### config.mk
export PLATFORM = sky130hd
export DESIGN_NAME = vmem_host_port
export DESIGN_NICKNAME = d
export VERILOG_FILES = /design/src/rtl/vmp_pkg.sv /design/src/rtl/vmp_addr_unit.sv /design/src/rtl/vmp_read_path.sv /design/src/rtl/vmem_host_port.sv
export SDC_FILE = /design/constraint.sdc
export NUM_CORES = 1
export LEC_CHECK = 0
export BUFFER_PORTS_ARGS = -buffer_cell sky130_fd_sc_hd__buf_2
export CORE_MARGIN = 10
export CORE_UTILIZATION = 45
export CTS_CLUSTER_DIAMETER = 100
export CTS_CLUSTER_SIZE = 14
export DETAILED_ROUTE_END_ITERATION = 7
export PLACE_DENSITY_LB_ADDON = 0.15
export SLEW_MARGIN = 20
export SYNTH_ARGS = -nofsm -noshare
export SYNTH_HDL_FRONTEND = slang
export SYNTH_SLANG_ARGS = --single-unit
### constraint.sdc
create_clock -name clk -period 2.4 [get_ports clk]
set_clock_uncertainty 0.05 [all_clocks]
set_input_delay 0.36 -clock clk [delete_from_list [all_inputs] [get_ports clk]]
set_output_delay 0.36 -clock clk [all_outputs]
set_load 0.1 [all_outputs]
### src/rtl/vmp_pkg.sv
package vmp_pkg;
   typedef enum logic [2:0] {
      IDX_CTRL = 3'd0,
      IDX_ADDR = 3'd6,
      IDX_DATA = 3'd7
   } reg_idx_e;

   // control bit that selects the wide stride
   localparam int unsigned STRIDE_BIT = 2;
endpackage

### src/rtl/vmp_addr_unit.sv
module vmp_addr_unit #(
   parameter int unsigned ADDR_W    = 14,
   parameter int unsigned DATA_W    = 8,
   parameter int unsigned WIDE_STEP = 32
) (
   input  logic              clk,
   input  logic              rst_n,
   input  logic              clr_toggle,
   input  logic              addr_wr,
   input  logic [DATA_W-1:0] wdata,
   input  logic              step_en,
   input  logic              wide_sel,
   output logic [ADDR_W-1:0] vaddr
);
   localparam int unsigned HI_W = ADDR_W - DATA_W;

   generate
      if (HI_W < 1 || HI_W > DATA_W) begin : g_bad_width
         $error("vmp_addr_unit: ADDR_W must lie in DATA_W+1 .. 2*DATA_W");
      end
      if (WIDE_STEP < 1 || WIDE_STEP >= (1 << ADDR_W)) begin : g_bad_step
         $error("vmp_addr_unit: WIDE_STEP out of address range");
      end
   endgenerate

   logic            tog_q;
   logic            tog_eff;
   logic [HI_W-1:0] hi_q;
   logic [ADDR_W-1:0] step;

   // clear wins over the stored toggle state in the same cycle
   assign tog_eff = clr_toggle ? 1'b0 : tog_q;
   assign step    = wide_sel ? ADDR_W'(WIDE_STEP) : ADDR_W'(1);

   always_ff @(posedge clk) begin
      if (!rst_n) begin
         tog_q <= 1'b0;
         hi_q  <= '0;
         vaddr <= '0;
      end else begin
         if (clr_toggle) tog_q <= 1'b0;
         if (addr_wr) begin
            if (!tog_eff) begin
               // high part staged, upper bits of the byte dropped
               hi_q  <= wdata[HI_W-1:0];
               tog_q <= 1'b1;
            end else begin
               vaddr <= {hi_q, wdata};
               tog_q <= 1'b0;
            end
         end else if (step_en) begin
            // modular add inside ADDR_W bits
            vaddr <= vaddr + step;
         end
      end
   end
endmodule

### src/rtl/vmp_read_path.sv
module vmp_read_path #(
   parameter int unsigned ADDR_W     = 14,
   parameter int unsigned DATA_W     = 8,
   parameter int unsigned PAL_TAG_W  = 6,
   parameter logic [PAL_TAG_W-1:0] PAL_TAG = '1,
   parameter bit          PAL_BYPASS = 1'b1
) (
   input  logic              clk,
   input  logic              rst_n,
   input  logic              rd_go,
   input  logic [ADDR_W-1:0] vaddr,
   input  logic [DATA_W-1:0] mem_rdata,
   output logic [DATA_W-1:0] host_rdata,
   output logic              host_rvalid
);
   generate
      if (PAL_TAG_W < 1 || PAL_TAG_W > ADDR_W) begin : g_bad_tag
         $error("vmp_read_path: PAL_TAG_W out of range");
      end
   endgenerate

   logic              pend_q;
   logic              pal_q;
   logic [DATA_W-1:0] ret_q;
   logic [DATA_W-1:0] rbuf_q;
   logic [DATA_W-1:0] eff_buf;
   logic              in_pal;
   logic [DATA_W-1:0] result;

   // a fill still in flight is forwarded to a following read
   assign eff_buf = pend_q ? mem_rdata : rbuf_q;
   assign in_pal  = (vaddr[ADDR_W-1 -: PAL_TAG_W] == PAL_TAG);

   generate
      if (PAL_BYPASS) begin : g_bypass
         // palette bytes skip the buffer
         assign result = pal_q ? mem_rdata : ret_q;
      end else begin : g_buffered
         assign result = ret_q;
      end
   endgenerate

   always_ff @(posedge clk) begin
      if (!rst_n) begin
         pend_q      <= 1'b0;
         pal_q       <= 1'b0;
         ret_q       <= '0;
         rbuf_q      <= '0;
         host_rdata  <= '0;
         host_rvalid <= 1'b0;
      end else begin
         pend_q      <= rd_go;
         host_rvalid <= pend_q;
         if (rd_go) begin
            pal_q <= in_pal;
            ret_q <= eff_buf;
         end
         if (pend_q) begin
            // refill buffer from the byte just fetched
            rbuf_q     <= mem_rdata;
            host_rdata <= result;
         end
      end
   end
endmodule

### src/rtl/vmem_host_port.sv
module vmem_host_port #(
   parameter int unsigned ADDR_W     = 14,
   parameter int unsigned DATA_W     = 8,
   parameter int unsigned WIDE_STEP  = 32,
   parameter int unsigned PAL_TAG_W  = 6,
   parameter logic [PAL_TAG_W-1:0] PAL_TAG = 6'h3F,
   parameter bit          PAL_BYPASS = 1'b1
) (
   input  logic              clk,
   input  logic              rst_n,
   input  logic              clr_toggle,
   input  logic              host_cs,
   input  logic              host_rd,
   input  logic              host_wr,
   input  logic [2:0]        host_sel,
   input  logic [DATA_W-1:0] host_wdata,
   output logic [DATA_W-1:0] host_rdata,
   output logic              host_rvalid,
   output logic [ADDR_W-1:0] mem_addr,
   output logic              mem_we,
   output logic [DATA_W-1:0] mem_wdata,
   input  logic [DATA_W-1:0] mem_rdata
);
   import vmp_pkg::*;

   generate
      if (DATA_W <= STRIDE_BIT) begin : g_bad_ctrl
         $error("vmem_host_port: control byte too narrow for stride bit");
      end
   endgenerate

   logic              wr_go;
   logic              rd_go_raw;
   logic              ctrl_wr;
   logic              addr_wr;
   logic              data_wr;
   logic              data_rd;
   logic [DATA_W-1:0] ctrl_q;
   logic              wide_sel;
   logic [ADDR_W-1:0] vaddr;

   // only indices 0, 6 and 7 decode; reads other than 7 fall through
   assign wr_go     = host_cs && host_wr;
   assign rd_go_raw = host_cs && host_rd && !host_wr;
   assign ctrl_wr   = wr_go && (host_sel == IDX_CTRL);
   assign addr_wr   = wr_go && (host_sel == IDX_ADDR);
   assign data_wr   = wr_go && (host_sel == IDX_DATA);
   assign data_rd   = rd_go_raw && (host_sel == IDX_DATA);
   assign wide_sel  = ctrl_q[STRIDE_BIT];

   always_ff @(posedge clk) begin
      if (!rst_n) ctrl_q <= '0;
      else if (ctrl_wr) ctrl_q <= host_wdata;
   end

   vmp_addr_unit #(
      .ADDR_W(ADDR_W), .DATA_W(DATA_W), .WIDE_STEP(WIDE_STEP)
   ) i_addr (
      .clk(clk), .rst_n(rst_n), .clr_toggle(clr_toggle),
      .addr_wr(addr_wr), .wdata(host_wdata),
      .step_en(data_wr || data_rd), .wide_sel(wide_sel),
      .vaddr(vaddr)
   );

   vmp_read_path #(
      .ADDR_W(ADDR_W), .DATA_W(DATA_W), .PAL_TAG_W(PAL_TAG_W),
      .PAL_TAG(PAL_TAG), .PAL_BYPASS(PAL_BYPASS)
   ) i_rd (
      .clk(clk), .rst_n(rst_n), .rd_go(data_rd), .vaddr(vaddr),
      .mem_rdata(mem_rdata), .host_rdata(host_rdata),
      .host_rvalid(host_rvalid)
   );

   // memory port follows the current video address
   assign mem_addr  = vaddr;
   assign mem_we    = data_wr;
   assign mem_wdata = host_wdata;
endmodule

* Word-level counts from Yosys, hierarchy flattened
Cells that the tools add are included.
Widths: inputs -> output; s select.
** Storage, ports and cells
- Bits in registers :: 51
- Logic and storage cells :: 38
** Cells by class
- Add/sub/neg operators :: 1
- Equal/unequal tests :: 4
- Muxes and demuxes :: 9
- Bitwise gates (word level) :: 1
- Reductions and logical operators :: 13
** Operators by type and width (number)
- $mux 14 :: 3
- $mux 8 :: 2
- $add 14x14->14 :: 1
- $logic_and 1x1->1 :: 7
- $eq 3x3->1 const B :: 2
- $eq 6x6->1 const B :: 1
- $mux 6 :: 1
- $reduce_and 2->1 :: 2
- $logic_not 3->1 :: 1
- $mux 1 :: 3
- $ne 2x1->1 const B :: 1
- $reduce_bool 2->1 :: 1
- $logic_not 1->1 :: 1
- $logic_or 1x1->1 :: 1
- $not 1->1 :: 1

* Longest topological paths before layout
- Depth after elaboration :: 6
- Mapped depth :: 8
- Gate-level depth less buffers :: 8

* Modules after synthesis
Synthesis repeated with hierarchy kept, for this count alone.
** Second synthesis, totals
- Cells, all modules :: 259
- Area total of the unflattened synthesis :: 2389.8 um^2
** Modules (own cells, without submodules)
- vmp_addr_unit :: times used 1, cells each 140, area an instance 1199.9 um^2
- vmp_read_path :: times used 1, cells each 98, area an instance 1028.5 um^2
- vmem_host_port :: times used 1, cells each 21, area an instance 161.4 um^2

* Worst setup path after synthesis
OpenSTA, ideal clock, no wires.
- Path type :: register to register
- Start :: reg i_addr.vaddr[0]
- End :: reg i_addr.vaddr[12]
- Library setup time :: 0.169 ns
- Arrival :: 2.283 ns
- Required time :: 2.181 ns
- Path slack :: -0.103 ns
- Stages on the path, launching flop included :: 8
- Buffers on the path :: 0
- Period minus slack after synthesis :: 2.503 ns
- Path through :: dfxtp_1 ha_1 ha_1 and3_1 a31oi_2 nor2_1 and4_1 a211oi_2
** On the way
- Cells in the longest elaborated chain, start to end :: 3
** RTL lines
- from (decl) :: line vmp_addr_unit.sv:13 : output logic [ADDR_W-1:0] vaddr
- from (signal assigned) :: line vmp_addr_unit.sv:48 : vaddr <= {hi_q, wdata};
- from (signal assigned) :: line vmp_addr_unit.sv:53 : vaddr <= vaddr + step;
- $add 14x14->14 :: line vmp_addr_unit.sv:53
- $mux 14 :: line vmp_addr_unit.sv:51 : end else if (step_en) begin
- $mux 14 :: line vmp_addr_unit.sv:42 : if (addr_wr) begin
Every way passes these cells. The select of a mux whose other input is x is not followed.
A chain may end at the register's enable or synchronous reset.

* Final worst setup path
- Start :: reg ctrl_q[2]
- End :: reg i_addr.vaddr[12]
** On the way
- Cells in the longest elaborated chain, start to end :: 4
** RTL lines
- from (decl) :: line vmem_host_port.sv:38 : logic [DATA_W-1:0] ctrl_q;
- from (signal assigned) :: line vmem_host_port.sv:53 : else if (ctrl_wr) ctrl_q <= host_wdata;
- $mux 6 :: line vmp_addr_unit.sv:33 : assign step = wide_sel ? ADDR_W'(WIDE_STEP) : ADDR_W'(1);
- $add 14x14->14 :: line vmp_addr_unit.sv:53
- $mux 14 :: line vmp_addr_unit.sv:51
- $mux 14 :: line vmp_addr_unit.sv:42
Every way passes these cells. The select of a mux whose other input is x is not followed.

==> summary.txt <==
Timing
  • Unrepaired setup endpoints after global routing: false
  • Max Fclk: 0.489 GHz
  • Rel. slew slack: 63.5%
  • Setup TNS Final: 0 ns
  • Setup violators final: 0
  • Max-slew violations: 0
  • Part of the cycle the worst path needs: 85.2%
  • Final Hold Viols: 0
  • Final Critical Period: 2.04 ns
  • Measured slew at the worst slew-check pin: 0.546 ns

Setup path
  • CP dominant cell by count: ha_1
  • Crit path DAT: 2.22 ns
  • Startpoint Class: register
  • Critical path peak fanout: 5
  • Critical Path Sink Type: register
  • Crit-path cells: inv_1 > ha_1 > ha_1 > and3_1 > a31oi_2 > nor2_1 > and4_1 > a211oi_2
  • CP Class: reg -> reg
  • Req. time, crit path: 2.57 ns
  • Slowest stage delay, CP: 0.37 ns
  • Worst path slowest cell: dfxtp_1

Synthesis
  • Net Count, Synth: 279
  • Syn Std Cell Area: 0.00242 mm^2
  • Main synth FF type: dfxtp_1
  • Yosys warns: 0
  • Post-synth EDFFs: 0
  • #FFs+latches synth: 49
  • Synthesized area per cell: 9.69 um^2
  • Synth cell types: 50
  • Sequential element share of the synthesized area: 40.5%
  • Post-Syn Instances: 250
  • Fraction of registers with async set or reset after synthesis: 0%

GRT
  • Largest net degree at the start of global routing: 29
  • First-pass GRT wire length: 9.58 mm
  • All-Layer GR Usage: 13.3%
  • Initial antenna violation count: 0
  • Total gr overflow: 0
  • Vias in the first global route: 1928

Floorplanning
  • Starting utilization of the core area: 46.9%
  • Rows: 26
  • DIE AREA: 0.00872 mm^2
  • I/O Pins: 57
  • Die width: 93.4 um
  • Core ar.: 0.00517 mm^2
  • Die Ht: 93.4 um

Cells and area
  • Layout cells sized above 1: 28.4%
  • Antenna fix cells: 0
  • Register area: 982 um^2
  • Fill cells: 481
  • Area of the multi-input gates: 0.00130 mm^2
  • Layout area overhead: 17.4%
  • Nets@finish: 327
  • Post-route cell area: 0.00285 mm^2

Drt
  • Final wirelength: 5.73 mm
  • Final ANT Viol Nets: 0
  • Vias: 1950
  • DRC Markers: 0
  • Vias per cell: 5.28
  • DRT iter0 DRCs: 122
  • Drt wl/cell: 15.5 um
  • Pre-Repair DR Iteration Count: 4

Flow run
  • Number of max-cap violations: 0

Clock tree
  • Post-cts hold buffer count: 0
  • Clk root buf: clkbuf_8
  • CTS Buf Count: 5
  • Post-CTS Setup Repair Bufs: 0
  • Clock-pin slew on the worst setup and hold paths: 0.09 ns
  • Max Buffers Root-to-Sink: 2
  • CTS tree: yes
  • Worst-skew pair later-pin latency: 0.29 ns
  • Post-CTS Resized: 0
  • Clk sinks: 49
  • H-tree depth: 2

Place
  • RePlAce Congestion: 0.880
  • HPWL Detailed: 4.15 mm
  • Cell Area, Placed: 0.00271 mm^2
  • Port Buf Inserts: 56

Pwr
  • Total Power: 1.68 mW
  • P_leak: 1.29 nW
  • Maximum VDD drop: 0.000510 V
  • Power density cells: 590 mW/mm^2

Status
  • Status: finished, final reports clean

Worst hold path
  • Hold WC Path Type: in -> reg
cell usage after synthesis (2+ instances only):
library cell	n	share of area, %
nand2b_1	2	0.52
and2_1	3	0.77
o221ai_2	2	1.2
nand3_1	5	1.0
or3b_2	2	0.72
nor2_1	10	1.5
a311oi_1	2	0.72
o211a_1	18	7.4
a21boi_1	2	0.62
buf_4	10	3.1
buf_2	4	0.83
nor3_1	3	0.62
and3_1	3	0.77
nand4_1	2	0.52
mux2i_1	26	11
and4_1	2	0.72
ha_1	4	2.1
nand2_1	31	4.8
a21oi_1	6	1.2
or3_1	3	0.77
o21a_1	7	2.2
nor2b_1	16	4.1
dfxtp_1	49	40
inv_1	2	0.31
clkbuf_1	7	1.1
o21ai_0	5	1.0
critical path, delay by kind of cell (launching register included):
family / cells / cell delay [ns]
adders and majority gates: 2 / 0.40
buffers and inverters: 1 / 0.05
DFF: 1 / 0.37
and+or+nand+nor: 3 / 0.57
AOI/OAI and AO/OA: 2 / 0.52
flip-flops by register name, indices dropped and copies added (netlist names):
| signal | count |
|---|---|
| ctrl_q | 1 |
| i_addr.hi_q | 6 |
| i_addr.tog_q | 1 |
| i_addr.vaddr | 14 |
| i_rd.host_rdata | 8 |
| i_rd.host_rvalid | 1 |
| i_rd.pal_q | 1 |
| i_rd.pend_q | 1 |
| i_rd.rbuf_q | 8 |
| i_rd.ret_q | 8 |
area by class of cell:
cell class,count,share of cell area [%]
multi-input cells,177,45.8
flip-flops and latches,49,34.5
repair buffers,63,11.7
well taps,70,3.08
clock buffers,5,2.42
clock inverters,3,2.29
inverters,2,0.264
cell families (layout without fill, tap and decap cells):
logic type | count (synthesis) | in the layout | share of synthesized area, %
AND/OR/NAND/NOR | 90 | 90 | 20.7
AO/OA/AOI/OAI | 57 | 57 | 20.2
buffers and inverters | 24 | 73 | 5.78
flip-flops | 49 | 49 | 40.5
adder cells (fa/ha/maj) | 4 | 4 | 2.07
multiplexers | 26 | 26 | 10.7
metal layers:
layer | GRT usage [%] | wire length [um] | vias to the layer above
met4 | 3.86 | 40 | 0
li1 | - | - | 992
met3 | 5.52 | 509 | 4
met1 | 15.8 | 2530 | 902
met2 | 21.3 | 2650 | 52
met5 | 0 | 0 | -
stage by stage:
step           hold slack [ns]  cells  setup slack [ns]  utilization [%]
2_1_floorplan            0.421    250            0.0446                -
5_1_grt                  0.307    369             0.202             55.0
3_3_place_gp             0.408    361             0.451             52.4
4_1_cts                  0.298    369             0.351             55.0
3_5_place_dp             0.416    361             0.375             52.4
6_report                 0.304    369             0.356             55.0
power breakdown:
| part | total [mW] | leakage, nW | internal (mW) | switching, mW |
|---|---|---|---|---|
| Combinational | 0.173 | 0.828 | 0.0454 | 0.127 |
| Sequential | 0.823 | 0.396 | 0.819 | 0.00421 |
| Clock | 0.684 | 0.0681 | 0.414 | 0.270 |
layout by cell type (no fill, tap or decap), types with 2 or more instances in the layout:
master | netlist | layout
clkbuf_8 | 0 | 5
o221ai_2 | 2 | 2
nand2_1 | 31 | 31
inv_1 | 2 | 2
o21ai_0 | 5 | 5
and2_1 | 3 | 3
a21oi_1 | 6 | 6
buf_4 | 10 | 7
a311oi_1 | 2 | 2
o21a_1 | 7 | 7
or3_1 | 3 | 3
nor2_1 | 10 | 10
ha_1 | 4 | 4
nor2b_1 | 16 | 16
and3_1 | 3 | 3
nand4_1 | 2 | 2
o211a_1 | 18 | 18
nand3_1 | 5 | 5
and4_1 | 2 | 2
nor3_1 | 3 | 3
nand2b_1 | 2 | 2
or3b_2 | 2 | 2
bufinv_16 | 0 | 2
buf_2 | 4 | 56
dfxtp_1 | 49 | 48
mux2i_1 | 26 | 26
a21boi_1 | 2 | 2
final timing paths:
kind / from / to / slack, ns / cells after the start
hold / removal: host_wdata[4] / i_addr.hi_q[4] / 0.30 / 3
hold reg to reg: i_rd.host_rdata[0] / i_rd.host_rdata[0] / 0.43 / 1
setup reg to reg: ctrl_q[2] / i_addr.vaddr[12] / 0.36 / 8
setup / recovery: ctrl_q[2] / i_addr.vaddr[12] / 0.36 / 8
Note: power is estimated with default switching activity, not from simulation.
